**config.mk**
```make
export PLATFORM = sky130hd
export DESIGN_NAME = sx_xcvr
export DESIGN_NICKNAME = d
export VERILOG_FILES = /design/src/rtl/sx_pkg.sv /design/src/rtl/sx_baud.sv /design/src/rtl/sx_tx.sv /design/src/rtl/sx_rx.sv /design/src/rtl/sx_xcvr.sv
export SDC_FILE = /design/constraint.sdc
export NUM_CORES = 1
export LEC_CHECK = 0
export ABC_CLOCK_PERIOD_IN_PS = 4800
export BUFFER_PORTS_ARGS = -buffer_cell sky130_fd_sc_hd__buf_2
export CORE_MARGIN = 1
export CORE_UTILIZATION = 55
export CTS_CLUSTER_DIAMETER = 50
export DETAILED_ROUTE_END_ITERATION = 16
export GPL_TIMING_DRIVEN = 0
export PLACE_DENSITY = 0.7
export SYNTH_ARGS = -nofsm -noshare
export SYNTH_HDL_FRONTEND = slang
export SYNTH_SLANG_ARGS = --single-unit
```
**constraint.sdc**
```tcl
create_clock -name clk -period 4.8 [get_ports clk]
set_clock_uncertainty 0.05 [all_clocks]
set_input_delay 0.24 -clock clk [delete_from_list [all_inputs] [get_ports clk]]
set_output_delay 0.24 -clock clk [all_outputs]
set_load 0.03 [all_outputs]
```
**src/rtl/sx_pkg.sv**
```systemverilog
package sx_pkg;
    localparam int unsigned ADDR_W = 3;
    localparam logic [ADDR_W-1:0] A_MODE = 3'd0;
    localparam logic [ADDR_W-1:0] A_CTRL = 3'd1;
    localparam logic [ADDR_W-1:0] A_RATE = 3'd2;
    localparam logic [ADDR_W-1:0] A_TXH  = 3'd3;
    localparam logic [ADDR_W-1:0] A_STAT = 3'd4;
    localparam logic [ADDR_W-1:0] A_RXH  = 3'd5;
    localparam logic [ADDR_W-1:0] A_DIR  = 3'd6;

    typedef struct packed {
        logic       sync_sel;
        logic       mp_mode;
        logic       seven;
        logic       par_en;
        logic       par_odd;
        logic       two_stop;
        logic [1:0] cks;
    } mode_t;

    typedef struct packed {
        logic       tie;
        logic       rie;
        logic       te;
        logic       re;
        logic       mpie;
        logic       teie;
        logic [1:0] cke;
    } ctrl_t;
endpackage

```
**src/rtl/sx_baud.sv**
```systemverilog
module sx_baud #(
    parameter int unsigned RATE_W    = 8,
    parameter int unsigned OVS       = 16,
    parameter int unsigned BIT_SCALE = 32
) (
    input  logic              clk,
    input  logic              rst_n,
    input  logic [1:0]        cks_i,
    input  logic [RATE_W-1:0] rate_i,
    output logic              tick_o
);
    localparam int unsigned PRE_W    = 7;
    localparam int unsigned TICK_MUL = BIT_SCALE / OVS;
    localparam int unsigned DIV_W    = RATE_W + $clog2(TICK_MUL) + 1;

    typedef struct packed {
        logic [PRE_W-1:0] pre;
        logic [DIV_W-1:0] div;
        logic             tick;
    } st_t;

    st_t q, d;
    logic [PRE_W-1:0] pre_lim;
    logic [DIV_W-1:0] div_lim;

    always_comb begin
        case (cks_i)
            2'd0:    pre_lim = PRE_W'(0);
            2'd1:    pre_lim = PRE_W'(7);
            2'd2:    pre_lim = PRE_W'(31);
            default: pre_lim = PRE_W'(127);
        endcase
        div_lim = DIV_W'(TICK_MUL) * (DIV_W'(rate_i) + DIV_W'(1)) - DIV_W'(1);
        d      = q;
        d.tick = 1'b0;
        if (q.pre >= pre_lim) begin
            d.pre = '0;
            if (q.div >= div_lim) begin
                d.div  = '0;
                d.tick = 1'b1;
            end else begin
                d.div = q.div + DIV_W'(1);
            end
        end else begin
            d.pre = q.pre + PRE_W'(1);
        end
    end

    always_ff @(posedge clk or negedge rst_n) begin
        if (!rst_n) q <= '0;
        else        q <= d;
    end

    assign tick_o = q.tick;

    assert_tick_single_R3: assert property (@(posedge clk) disable iff (!rst_n)
        tick_o |=> !tick_o);
endmodule

```
**src/rtl/sx_tx.sv**
```systemverilog
module sx_tx #(
    parameter int unsigned OVS     = 16,
    parameter int unsigned FRAME_W = 12
) (
    input  logic       clk,
    input  logic       rst_n,
    input  logic       tick_i,
    input  logic       en_i,
    input  logic       seven_i,
    input  logic       par_en_i,
    input  logic       par_odd_i,
    input  logic       two_stop_i,
    input  logic       msb_first_i,
    input  logic [7:0] hold_i,
    input  logic       hold_full_i,
    output logic       load_o,
    output logic       done_o,
    output logic       txd_o
);
    localparam int unsigned PH_W  = $clog2(OVS);
    localparam int unsigned CNT_W = $clog2(FRAME_W + 1);

    typedef struct packed {
        logic               busy;
        logic [FRAME_W-1:0] sh;
        logic [CNT_W-1:0]   left;
        logic [PH_W-1:0]    ph;
    } st_t;

    st_t q, d;
    logic [7:0]         ordered;
    logic               par;
    logic [FRAME_W-1:0] frame;
    logic [CNT_W-1:0]   nbits;

    always_comb begin
        for (int i = 0; i < 8; i++) ordered[i] = msb_first_i ? hold_i[7-i] : hold_i[i];
        par   = (seven_i ? ^hold_i[6:0] : ^hold_i) ^ par_odd_i;
        frame = '1;
        frame[0] = 1'b0;
        if (seven_i) begin
            frame[7:1] = hold_i[6:0];
            if (par_en_i) frame[8] = par;
        end else begin
            frame[8:1] = ordered;
            if (par_en_i) frame[9] = par;
        end
        nbits = CNT_W'(9) + CNT_W'(!seven_i) + CNT_W'(par_en_i) + CNT_W'(two_stop_i);

        d      = q;
        load_o = 1'b0;
        done_o = 1'b0;
        if (!q.busy) begin
            if (en_i && hold_full_i) begin
                load_o = 1'b1;
                d.busy = 1'b1;
                d.sh   = frame;
                d.left = nbits;
                d.ph   = '0;
            end
        end else if (tick_i) begin
            if (q.ph == PH_W'(OVS - 1)) begin
                d.ph   = '0;
                d.sh   = {1'b1, q.sh[FRAME_W-1:1]};
                d.left = q.left - CNT_W'(1);
                if (q.left == CNT_W'(1)) begin
                    done_o = 1'b1;
                    d.busy = 1'b0;
                    if (en_i && hold_full_i) begin
                        load_o = 1'b1;
                        d.busy = 1'b1;
                        d.sh   = frame;
                        d.left = nbits;
                    end
                end
            end else begin
                d.ph = q.ph + PH_W'(1);
            end
        end
    end

    always_ff @(posedge clk or negedge rst_n) begin
        if (!rst_n) q <= '{busy: 1'b0, sh: '1, left: '0, ph: '0};
        else        q <= d;
    end

    assign txd_o = q.busy ? q.sh[0] : 1'b1;

    assert_start_low_R2: assert property (@(posedge clk) disable iff (!rst_n)
        load_o |=> !txd_o);
    assert_idle_high_R7: assert property (@(posedge clk) disable iff (!rst_n)
        (done_o && !load_o) |=> txd_o);
endmodule

```
**src/rtl/sx_rx.sv**
```systemverilog
module sx_rx #(
    parameter int unsigned OVS    = 16,
    parameter int unsigned BUF_W  = 10
) (
    input  logic       clk,
    input  logic       rst_n,
    input  logic       tick_i,
    input  logic       en_i,
    input  logic       seven_i,
    input  logic       par_en_i,
    input  logic       par_odd_i,
    input  logic       msb_first_i,
    input  logic       rxd_i,
    output logic       done_o,
    output logic [7:0] data_o,
    output logic       perr_o,
    output logic       ferr_o
);
    localparam int unsigned PH_W  = $clog2(OVS);
    localparam int unsigned IDX_W = $clog2(BUF_W);

    typedef enum logic [1:0] {S_IDLE, S_START, S_BITS} rst_e;

    typedef struct packed {
        logic             s1;
        logic             s2;
        logic             prev;
        rst_e             st;
        logic [PH_W-1:0]  cnt;
        logic [IDX_W-1:0] idx;
        logic [BUF_W-1:0] bits;
        logic             done;
    } st_t;

    st_t q, d;
    logic [IDX_W-1:0] nafter;
    logic             par_rx, stop_rx, xsum;

    always_comb begin
        nafter = (seven_i ? IDX_W'(8) : IDX_W'(9)) + IDX_W'(par_en_i);
        d      = q;
        d.s1   = rxd_i;
        d.s2   = q.s1;
        d.prev = q.s2;
        d.done = 1'b0;
        case (q.st)
            S_IDLE: begin
                if (en_i && q.prev && !q.s2) begin
                    d.st  = S_START;
                    d.cnt = '0;
                end
            end
            S_START: begin
                if (tick_i) begin
                    if (q.cnt == PH_W'(OVS / 2 - 1)) begin
                        d.cnt = '0;
                        d.idx = '0;
                        d.st  = q.s2 ? S_IDLE : S_BITS;
                    end else begin
                        d.cnt = q.cnt + PH_W'(1);
                    end
                end
            end
            S_BITS: begin
                if (tick_i) begin
                    if (q.cnt == PH_W'(OVS - 1)) begin
                        d.cnt          = '0;
                        d.bits[q.idx]  = q.s2;
                        d.idx          = q.idx + IDX_W'(1);
                        if (q.idx == nafter - IDX_W'(1)) begin
                            d.st   = S_IDLE;
                            d.done = 1'b1;
                        end
                    end else begin
                        d.cnt = q.cnt + PH_W'(1);
                    end
                end
            end
            default: d.st = S_IDLE;
        endcase

        if (seven_i) begin
            data_o  = {1'b0, q.bits[6:0]};
            xsum    = ^q.bits[6:0];
            par_rx  = q.bits[7];
            stop_rx = par_en_i ? q.bits[8] : q.bits[7];
        end else begin
            for (int i = 0; i < 8; i++) data_o[i] = msb_first_i ? q.bits[7-i] : q.bits[i];
            xsum    = ^q.bits[7:0];
            par_rx  = q.bits[8];
            stop_rx = par_en_i ? q.bits[9] : q.bits[8];
        end
        perr_o = par_en_i && (par_rx != (xsum ^ par_odd_i));
        ferr_o = !stop_rx;
    end

    always_ff @(posedge clk or negedge rst_n) begin
        if (!rst_n) q <= '{s1: 1'b1, s2: 1'b1, prev: 1'b1, st: S_IDLE, cnt: '0,
                           idx: '0, bits: '1, done: 1'b0};
        else        q <= d;
    end

    assign done_o = q.done;

    assert_done_pulse_R8: assert property (@(posedge clk) disable iff (!rst_n)
        done_o |=> !done_o);
endmodule

```
**src/rtl/sx_xcvr.sv**
```systemverilog
module sx_xcvr
    import sx_pkg::*;
#(
    parameter int unsigned RATE_W = 8,
    parameter int unsigned OVS    = 16
) (
    input  logic       clk,
    input  logic       rst_n,
    input  logic       sel_i,
    input  logic       wr_i,
    input  logic [2:0] addr_i,
    input  logic [7:0] wdata_i,
    output logic [7:0] rdata_o,
    input  logic       rxd_i,
    output logic       txd_o,
    output logic       irq_txe_o,
    output logic       irq_rxf_o,
    output logic       irq_err_o,
    output logic       irq_tend_o
);
    typedef struct packed {
        mode_t             mode;
        ctrl_t             ctrl;
        logic [RATE_W-1:0] rate;
        logic [7:0]        dirr;
        logic [7:0]        tdr;
        logic [7:0]        rdr;
        logic              tdre;
        logic              rdrf;
        logic              orer;
        logic              fer;
        logic              per;
        logic              tend;
        logic              mpbt;
    } st_t;

    st_t q, d;
    logic       wr_en, tick, msb_first;
    logic       tx_load, tx_done;
    logic       rx_done, rx_perr, rx_ferr;
    logic [7:0] rx_data, stat_w;

    assign wr_en     = sel_i && wr_i;
    assign msb_first = q.dirr[3] && !q.mode.seven;
    assign stat_w    = {q.tdre, q.rdrf, q.orer, q.fer, q.per, q.tend, 1'b0, q.mpbt};

    sx_baud #(.RATE_W(RATE_W), .OVS(OVS), .BIT_SCALE(32)) u_baud (
        .clk(clk), .rst_n(rst_n), .cks_i(q.mode.cks), .rate_i(q.rate), .tick_o(tick));

    sx_tx #(.OVS(OVS), .FRAME_W(12)) u_tx (
        .clk(clk), .rst_n(rst_n), .tick_i(tick), .en_i(q.ctrl.te),
        .seven_i(q.mode.seven), .par_en_i(q.mode.par_en), .par_odd_i(q.mode.par_odd),
        .two_stop_i(q.mode.two_stop), .msb_first_i(msb_first),
        .hold_i(q.tdr), .hold_full_i(!q.tdre),
        .load_o(tx_load), .done_o(tx_done), .txd_o(txd_o));

    sx_rx #(.OVS(OVS), .BUF_W(10)) u_rx (
        .clk(clk), .rst_n(rst_n), .tick_i(tick), .en_i(q.ctrl.re),
        .seven_i(q.mode.seven), .par_en_i(q.mode.par_en), .par_odd_i(q.mode.par_odd),
        .msb_first_i(msb_first), .rxd_i(rxd_i),
        .done_o(rx_done), .data_o(rx_data), .perr_o(rx_perr), .ferr_o(rx_ferr));

    always_comb begin
        d = q;
        if (wr_en) begin
            case (addr_i)
                A_MODE: d.mode = mode_t'(wdata_i);
                A_CTRL: d.ctrl = ctrl_t'(wdata_i);
                A_RATE: d.rate = RATE_W'(wdata_i);
                A_TXH:  d.tdr  = wdata_i;
                A_DIR:  d.dirr = wdata_i;
                A_STAT: begin
                    d.tdre = q.tdre & wdata_i[7];
                    d.rdrf = q.rdrf & wdata_i[6];
                    d.orer = q.orer & wdata_i[5];
                    d.fer  = q.fer  & wdata_i[4];
                    d.per  = q.per  & wdata_i[3];
                    d.tend = q.tend & wdata_i[2];
                    d.mpbt = wdata_i[0];
                end
                default: ;
            endcase
        end
        if (tx_load) begin
            d.tdre = 1'b1;
            d.tend = 1'b0;
        end
        if (tx_done && q.tdre) d.tend = 1'b1;
        if (rx_done) begin
            if (q.rdrf) begin
                d.orer = 1'b1;
            end else begin
                d.rdr  = rx_data;
                d.rdrf = 1'b1;
                if (rx_perr) d.per = 1'b1;
                if (rx_ferr) d.fer = 1'b1;
            end
        end
    end

    always_ff @(posedge clk or negedge rst_n) begin
        if (!rst_n) q <= '{mode: '0, ctrl: '0, rate: '1, dirr: '0, tdr: '1, rdr: '0,
                           tdre: 1'b1, rdrf: 1'b0, orer: 1'b0, fer: 1'b0, per: 1'b0,
                           tend: 1'b1, mpbt: 1'b0};
        else        q <= d;
    end

    always_comb begin
        case (addr_i)
            A_MODE:  rdata_o = q.mode;
            A_CTRL:  rdata_o = q.ctrl;
            A_RATE:  rdata_o = 8'(q.rate);
            A_TXH:   rdata_o = q.tdr;
            A_STAT:  rdata_o = stat_w;
            A_RXH:   rdata_o = q.rdr;
            A_DIR:   rdata_o = q.dirr;
            default: rdata_o = 8'h00;
        endcase
    end

    assign irq_txe_o  = q.ctrl.tie  & q.tdre;
    assign irq_rxf_o  = q.ctrl.rie  & q.rdrf;
    assign irq_err_o  = q.ctrl.rie  & (q.orer | q.fer | q.per);
    assign irq_tend_o = q.ctrl.teie & q.tend;

    assert_clear_only_R11: assert property (@(posedge clk) disable iff (!rst_n)
        (wr_en && addr_i == A_STAT && wdata_i[7:2] == 6'h3F && !tx_load && !tx_done && !rx_done)
        |=> (stat_w[7:2] == $past(stat_w[7:2])));
    assert_overrun_keeps_R9: assert property (@(posedge clk) disable iff (!rst_n)
        (rx_done && q.rdrf) |=> (q.orer && q.rdr == $past(q.rdr)));
    assert_load_empties_R6: assert property (@(posedge clk) disable iff (!rst_n)
        tx_load |=> (q.tdre && !q.tend));
endmodule

```
==> flow_summary.yaml, run 1 <==
worst_setup_path:
  crit_slowest_cell: "dfstp_2"
  required_ps: 5050
  end_kind: "flip-flop"
  crit_top_cell: "ha_1"
  cp_slowest_stage_delay_ps: 620
  crit_arrival_ps: 3720
  start_kind: "flip-flop"
  worstSetupPathType: "flip-flop to flip-flop"
  critPathMaxFanout: 10
  crit_chain: "ha_1 -> xnor2_1 -> a31oi_1 -> o2111ai_1 -> o41a_1 -> xor2_1 -> ha_1 -> nand4_1 -> a21oi_1 -> a21oi_2 -> and2_4 -> buf_6 -> a221o_1"
  reg2reg_slack_ps: 1330
grt:
  antenna_found_initial: 0
  grt_pass1_wl_mm: 26.1
  grt.overflow.total: 0
  grtUsageTotal_pct: 26.9
  grt_max_degree: 76
  first_global_vias: 5079
yosys:
  synth_simple_gate_area_share_pct: 13.0
  synth_adder_area_share_pct: 6.44
  synthCells: 644
  ys.flop_type: "dfrtp_1"
  ys_warn_count: 0
  synth_seq_cells: 118
  syn_area_um2: 6800
  seq_area_frac_synth_pct: 44.2
  netlist_top_cells_area: "dfrtp_1, dfstp_2, mux2_2"
  async_flop_share_pct: 100
  synth_edf_count: 0
  synth_mux_area_share_pct: 15.6
  ys_types: 63
  synth-compound-area-share_pct: 13.0
  syn_avg_cell_area_um2: 10.6
  synth-xor-area-share_pct: 4.51
  syn-num-nets: 695
  synth_top_family_by_area: "multiplexers"
  yosysTopAreaCell: "dfrtp_1"
  synth_top_area_share_pct: 27.6
layout:
  antenna_cells: 0
  layout_commonest_cell: "dfrtp_1"
  layout.nets: 744
  final_cell_mix: "dfrtp_1, nand2_1, mux2_2"
  areaGrowthSynthToFinish_pct: 15.0
  layoutNonFillerInstCount: 853
  layout-drive-gt1-share_pct: 27.6
drt:
  met1Wirelength_mm: 6.98
  antenna_left: 0
  met3_length_um: 766
  vias: 5103
  top_layer: "met4"
  drt-pass1-iter-count: 4
  drc: 0
  met2WireLength_mm: 7.59
  wl_per_cell_um: 18.4
  detail_route.vias_per_cell: 5.98
  wl_mm: 15.7
  drt_iter0_drc: 433
clock_network:
  insertion_delay_ps: 420
  htree_num_levels: 4
  clkTransAtPathRegs_ps: 50
  cts.sinks: 118
  cts_buffers: 17
  clockBufferDepth: 2
  cts_tree: "done"
  cts_root_buffer: "clkbuf_16"
  post_cts_buffers: 0
sta:
  layout_min_cycle_time_ps: 3470
  tightest_slew_ps: 877
  maxSlewHeadroom_pct: 41.2
  period_share_pct: 72.4
  finalSetupTns_ps: 0
  finalSetupViolCount: 0
  final-max-slew-violation-count: 0
  hold_violations: 0
  clock.fmax_mhz: 288
  rsz0062_at_grt: "no"
placed_design:
  globalplace.congestion: 0.914
  hpwl_mm: 11.2
  placedCellCount: 819
  io_buffer_count: 27
pwr:
  power_per_cell_area_nw_per_um2: 520
  vdd_ir_drop_max_mv: 0.296
  leakagePower_nw: 3.40
worst_hold_path:
  hp-class: "primary input to flip-flop"
floorplanning:
  coreArea_um2: 12000
  start_util_pct: 56.6
  die_x_um: 113
  row_count: 40
  io-pin-count: 29
  die_y_um: 113
  dieArea_um2: 12800
status:
  status: "completed"
flow_run:
  max_cap_violations: 0
registers in the layout, summed over array words and instances, names as in the netlist, named ones only:
signal         count
q                 55
u_tx.q            21
u_rx.done_o        1
u_baud.tick_o      1
u_rx.d             2
u_baud.q          17
u_rx.q            11
worst paths after layout:
path / start / endpoint / cells after the start
worst max-delay path: q[32]$_DFFE_PN1P_ / u_baud.q[10]$_DFFE_PN0N_ / 13
min in group asynchronous: rst_n / q[44]$_DFFE_PN0P_ / 2
max in group asynchronous: rst_n / u_rx.d[21]$_DFF_PN1_ / 3
worst min register to register: u_rx.d[22]$_DFF_PN1_ / u_rx.d[21]$_DFF_PN1_ / 0
worst max register to register: q[32]$_DFFE_PN1P_ / u_baud.q[10]$_DFFE_PN0N_ / 13
worst min-delay path: wdata_i[1] / q[48]$_DFFE_PN0P_ / 2
area by class of cell:
cell class                      instances  area, µm²
Fill cell                             931       4200
Multi-Input combinational cell        474       3580
Sequential cell                       118       3010
Clock buffer                           19        443
Clock inverter                         13        204
Timing Repair Buffer                   30        189
Tap cell                              147        184
Buffer                                 27        119
Inverter                               25       93.8
what timing repair did:
| item | CTS | global route |
|---|---|---|
| gates resized for setup | 0 | 0 |
| endpoints found under the hold margin | 21 | 0 |
| hold buffers | 2 | 0 |
cells in the mapped netlist, drive strengths merged, types with 11 or more instances:
master and number:
dfrtp 75, mux2 55, inv 24, nand3 16, a21oi 17, dfstp 43, o21ai 47, nor2 46
ha 35, xnor2 24, clkbuf 18, mux2i 33, xor2 11, nand2 59
worst max-delay path, delay by kind of cell (launching register included):
kind	cells	cell delay, ps
compound gates	6	1430
flops	1	620
simple gates	2	280
xor+xnor	2	240
buf+inv	1	130
fa+ha+maj	2	600
power breakdown:
| part | internal (mW) | leakage, nW | switching (mW) | total, mW |
|---|---|---|---|---|
| Sequential | 1.27 | 1.42 | 0.225 | 1.50 |
| Clock | 0.931 | 0.305 | 0.456 | 1.39 |
| Combinational | 0.546 | 1.67 | 0.638 | 1.18 |
| Total | 2.75 | 3.40 | 1.32 | 4.07 |
cells by family after synthesis:
logic type	count (synthesis)
buffers and inverters	52
multiplexers	93
AO/OA/AOI/OAI	132
flip-flops	118
XOR/XNOR	35
AND/OR/NAND/NOR	179
adder cells (fa/ha/maj)	35
per-stage QoR:
step	instance area, µm²	worst slack, ps	total power [mW]	util, %	hold slack, ps
floorplan	6800	1660	2.35	-	-106
global placement	7120	1420	2.61	59.2	297
detailed placement	7150	1360	2.68	59.5	141
CTS	7820	1320	4.09	65.1	66.4
global route	7820	1090	4.31	65.1	75.7
finish	7820	1330	4.07	65.1	81.1
routing by layer:
layer	vias to the layer above	track usage [%]
li1	2429	-
met4	0	10.1
met3	26	6.59
met1	2524	35.0
met2	124	43.6
met5	-	0
(Power assumes the default switching activity.)
==> run 2: changes to the inputs <==
Settings changed: ABC_CLOCK_PERIOD_IN_PS 4800 to 2800, PLACE_DENSITY 0.7 to 0.73.
Clock period 4.8 ns to 2.8 ns, I/O delays scaled along.
==> flow_summary.yaml, run 2 (synthesis results as in run 1) <==
pwr:
  vdd_ir_drop_max_mv: 0.913
  power_per_cell_area_nw_per_um2: 878
  leakagePower_nw: 3.47
sta:
  hold_violations: 0
  layout_min_cycle_time_ps: 3110
  finalSetupTns_ps: -2780
  rsz0062_at_grt: "yes"
  clock.fmax_mhz: 322
  setup_slack_ps: -310
  finalSetupViolCount: 11
  period_share_pct: 111
  tightest_slew_ps: 916
  final-max-slew-violation-count: 0
  maxSlewHeadroom_pct: 38.6
clock_network:
  cts_root_buffer: "clkbuf_16"
  cts_tree: "done"
  clockBufferDepth: 2
  cts_buffers: 17
  cts.sinks: 118
  clkTransAtPathRegs_ps: 50
  insertion_delay_ps: 420
  htree_num_levels: 4
layout:
  layout_commonest_cell: "dfrtp_1"
  largest-register: "q"
  antenna_cells: 0
  layout-drive-gt1-share_pct: 29.6
  largest_reg_flops: 55
  seq_area_um2: 3010
  areaGrowthSynthToFinish_pct: 17.8
  multi_input_area_um2: 3670
  layoutNonFillerInstCount: 864
  final_cell_mix: "dfrtp_1, nand2_1, mux2_2"
  fill_cells: 944
  top_regs: "q x55, u_tx.q x21, u_baud.q x17"
  layout.nets: 755
worst_setup_path:
  required_ps: 3060
  end_kind: "flip-flop"
  crit_slowest_cell: "dfstp_2"
  start_kind: "flip-flop"
  cp_top_family: "compound AO/OA/AOI/OAI gates"
  worstSetupPathType: "flip-flop to flip-flop"
  critPathMaxFanout: 4
  crit_top_cell: "buf_4"
  crit_chain: "ha_4 -> or3_4 -> o41a_1 -> xor2_1 -> ha_1 -> buf_4 -> nand2_1 -> o21ai_2 -> a21oi_4 -> buf_4 -> a21o_1 -> a22o_2"
  cp_num_buf_inv: 2
  cp_slowest_stage_delay_ps: 590
  crit_arrival_ps: 3370
floorplanning:
  die_y_um: 113
  dieArea_um2: 12800
  coreArea_um2: 12000
  die_x_um: 113
  row_count: 40
  io-pin-count: 29
  start_util_pct: 56.6
placed_design:
  globalplace.congestion: 0.916
  placedCellCount: 819
  io_buffer_count: 27
  hpwl_mm: 11.4
status:
  status: "finished, violations left"
  failed_checks: "setup timing"
drt:
  drt_iter0_drc: 441
  detail_route.vias_per_cell: 5.99
  wl_per_cell_um: 18.7
  drt-pass1-iter-count: 5
  wl_mm: 16.2
  vias: 5178
  antenna_left: 0
  drc: 0
grt:
  grtUsageTotal_pct: 27.5
  grt_pass1_wl_mm: 26.9
  grt_max_degree: 74
  grt.overflow.total: 0
  antenna_found_initial: 0
  first_global_vias: 5329
flow_run:
  max_cap_violations: 0
worst_hold_path:
  hp-class: "primary input to flip-flop"
## run 2: changes by cell type in the layout (fill, tap and decap cells not counted), moves of 2 or more
cell / before / now
xnor2_2: 0 / 2
buf_2: 34 / 32
clkbuf_8: 1 / 3
clkinvlp_4: 4 / 1
and3_1: 5 / 3
buf_4: 0 / 6
dlygate4sd3_1: 2 / 9
a21oi_1: 16 / 14
and3_4: 0 / 2
buf_6: 2 / 4
xnor2_1: 24 / 22
## run 2: power by group
part | switching (mW) | leakage [nW] | internal, mW
sequential | 0.392 | 1.42 | 2.18
combinational | 1.14 | 1.75 | 1.00
clock | 0.757 | 0.307 | 1.55
total | 2.29 | 3.47 | 4.74
## run 2: layout make-up
class	count	area share, %
Buffer	24	1.41
Clock buffer	23	5.97
Clock inverter	9	1.84
Inverter	25	1.17
Multi-Input combinational cell	474	45.8
Sequential cell	118	37.5
Tap cell	147	2.30
Timing Repair Buffer	44	3.94
## run 2: worst register-to-register path, stage by stage, from the launching register on
cell	delay [ps]
dfstp_2	590
ha_4	220
or3_4	400
o41a_1	390
xor2_1	160
ha_1	300
buf_4	100
nand2_1	50
o21ai_2	160
a21oi_4	60
buf_4	170
a21o_1	150
a22o_2	200
## run 2: final timing paths
path,start,end,slack (ps),cells past startpoint
max,q[32]$_DFFE_PN1P_,u_baud.q[4]$_DFFE_PN0N_,-310,12
min,wdata_i[6],q[53]$_DFFE_PN0P_,30,2
max reg2reg,q[32]$_DFFE_PN1P_,u_baud.q[4]$_DFFE_PN0N_,-310,12
min reg2reg,u_rx.d[22]$_DFF_PN1_,u_rx.d[21]$_DFF_PN1_,300,0
max in group asynchronous,rst_n,u_rx.d[22]$_DFF_PN1_,1800,3
min in group asynchronous,rst_n,q[42]$_DFFE_PN0P_,160,2
## run 2: per-layer routing
metal / vias up / GRT usage, % / share of wire, %
met2: 142 / 45.1 / 48
li1: 2443 / - / -
met1: 2560 / 34.8 / 44
met4: 0 / 12.9 / 2.9
met5: - / 0 / 0
met3: 33 / 6.16 / 4.8
## run 2: repair_timing
item / CTS / global route
hold endpoints to repair: 74 / 0
cloned: 1 / 0
gates resized for setup: 8 / 7
pin swaps: 6 / 2
setup buffers: 4 / 2
setup endpoints to repair: 11 / 12
hold buffers: 9 / 0
## run 2: per-stage QoR
stage	utilization, %	worst slack, ps	power [mW]	instance area (µm²)	hold slack (ps)
floorplan	-	-247	4.07	6840	-206
global placement	59.6	-412	4.51	7150	196
detailed placement	59.8	-528	4.63	7190	49.5
CTS	66.2	-305	6.99	7950	7.28
global route	66.7	-453	7.42	8010	39.5
finish	66.7	-310	7.03	8010	25.8
==> run 3: changes to the inputs <==
Settings changed: BUFFER_PORTS_ARGS -buffer_cell sky130_fd_sc_hd__buf_2 to -buffer_cell sky130_fd_sc_hd__clkbuf_2, CAP_MARGIN from default to 20.
==> flow_summary.yaml, run 3 (synthesis results as in run 1) <==
clock_network:
  htree_num_levels: 4
  clockBufferDepth: 2
  cts.sinks: 118
  clkTransAtPathRegs_ps: 50
  cts_tree: "done"
  cts_buffers: 17
  cts_root_buffer: "clkbuf_16"
  insertion_delay_ps: 410
worst_hold_path:
  hp-class: "primary input to flip-flop"
worst_setup_path:
  crit_slowest_cell: "dfstp_2"
  worstSetupPathType: "flip-flop to flip-flop"
  cp_num_buf_inv: 1
  end_kind: "flip-flop"
  critPathMaxFanout: 7
  crit_arrival_ps: 3350
  required_ps: 3040
  crit_chain: "ha_4 -> or3_4 -> o41a_1 -> xor2_1 -> ha_1 -> nand4_1 -> a21oi_2 -> a21oi_4 -> buf_6 -> o211a_1 -> a221o_1"
  start_kind: "flip-flop"
  cp_top_family: "compound AO/OA/AOI/OAI gates"
  cp_slowest_stage_delay_ps: 600
sta:
  maxSlewHeadroom_pct: 36.7
  tightest_slew_ps: 945
  setup_slack_ps: -308
  hold_violations: 0
  finalSetupViolCount: 10
  final-max-slew-violation-count: 0
  finalSetupTns_ps: -2720
  clock.fmax_mhz: 322
  rsz0062_at_grt: "yes"
  layout_min_cycle_time_ps: 3110
  whs_ps: 18.7
  period_share_pct: 111
floorplanning:
  dieArea_um2: 12800
  io-pin-count: 29
  coreArea_um2: 12000
  die_y_um: 113
  die_x_um: 113
  row_count: 40
  start_util_pct: 56.6
grt:
  grt_max_degree: 119
  grtUsageTotal_pct: 26.5
  grt_pass1_wl_mm: 25.9
  antenna_found_initial: 0
  grt.overflow.total: 0
  first_global_vias: 5202
drt:
  detail_route.vias_per_cell: 5.97
  wl_per_cell_um: 18.6
  vias: 5135
  wl_mm: 16.0
  antenna_left: 0
  drt-pass1-iter-count: 5
  drc: 0
  drt_iter0_drc: 449
flow_run:
  max_cap_violations: 0
placed_design:
  dp_worst_setup_slack_ps: -523
  globalplace.congestion: 0.913
  io_buffer_count: 27
  hpwl_mm: 11.2
status:
  failed_checks: "setup timing"
  status: "finished, violations left"
layout:
  layout.nets: 751
  final_cell_mix: "dfrtp_1, nand2_1, mux2_2"
  areaGrowthSynthToFinish_pct: 17.0
  layout-drive-gt1-share_pct: 29.3
  layout_commonest_cell: "dfrtp_1"
  top_regs: "q x55, u_tx.q x21, u_baud.q x17"
  largest_reg_flops: 55
  largest-register: "q"
  antenna_cells: 0
pwr:
  leakagePower_nw: 3.45
  vdd_ir_drop_max_mv: 0.738
  power_per_cell_area_nw_per_um2: 891
-- run 3: changes by cell type in the layout (fill, tap and decap cells not counted), sizes merged --
cell	before	now
bufinv	4	5
clkinvlp	1	0
buf	43	16
dlygate4sd3	9	5
clkbuf	39	66
-- run 3: final cells by class --
type                            instances  area [µm²]
Sequential cell                       118        3010
Clock inverter                          9         170
Buffer                                 24         113
Multi-Input combinational cell        474        3640
Inverter                               25        93.8
Clock buffer                           23         488
Fill cell                             922        4060
Timing Repair Buffer                   40         258
Tap cell                              147         184
-- run 3: what timing repair did --
item,4_1_cts,5_1_grt
endpoints found under the hold margin,90,0
buffers inserted,7,1
pin swaps,11,2
setup endpoints to repair,11,11
cloned,0,0
hold buffers,5,0
resized for setup,6,3
-- run 3: power by group --
| group | switching [mW] | total, mW | internal (mW) | leakage [nW] |
|---|---|---|---|---|
| clock | 0.745 | 2.41 | 1.67 | 0.327 |
| combinational | 1.12 | 2.10 | 0.977 | 1.71 |
| sequential | 0.394 | 2.57 | 2.18 | 1.42 |
| total | 2.26 | 7.08 | 4.82 | 3.45 |
-- run 3: worst paths after layout --
path	startpoint	end	slack (ps)	cells after the start
min in group asynchronous	rst_n	q[41]$_DFFE_PN0P_	360	2
max reg2reg	q[32]$_DFFE_PN1P_	u_baud.q[10]$_DFFE_PN0N_	-310	11
max in group asynchronous	rst_n	u_tx.q[0]$_DFFE_PN0P_	1690	2
min reg2reg	u_rx.d[22]$_DFF_PN1_	u_rx.d[21]$_DFF_PN1_	310	0
min	wdata_i[2]	q[49]$_DFFE_PN0P_	20	2
max	q[32]$_DFFE_PN1P_	u_baud.q[10]$_DFFE_PN0N_	-310	11
-- run 3: routing by layer --
layer | GRT usage [%] | vias up | wire length, µm
met2 | 45.2 | 170 | 7780
met1 | 32.5 | 2512 | 7010
met5 | 0 | - | 0
met3 | 6.64 | 27 | 848
li1 | - | 2426 | -
met4 | 10.0 | 0 | 331
-- run 3: per-stage QoR --
step	util [%]	cell area [µm²]	std cells	power (mW)
finish	66.2	7950	860	7.08
global route	66.2	7950	860	7.46
CTS	66.0	7930	859	7.08
detailed placement	59.6	7160	818	4.62
global placement	59.6	7150	818	4.51
floorplan	-	6840	644	4.07
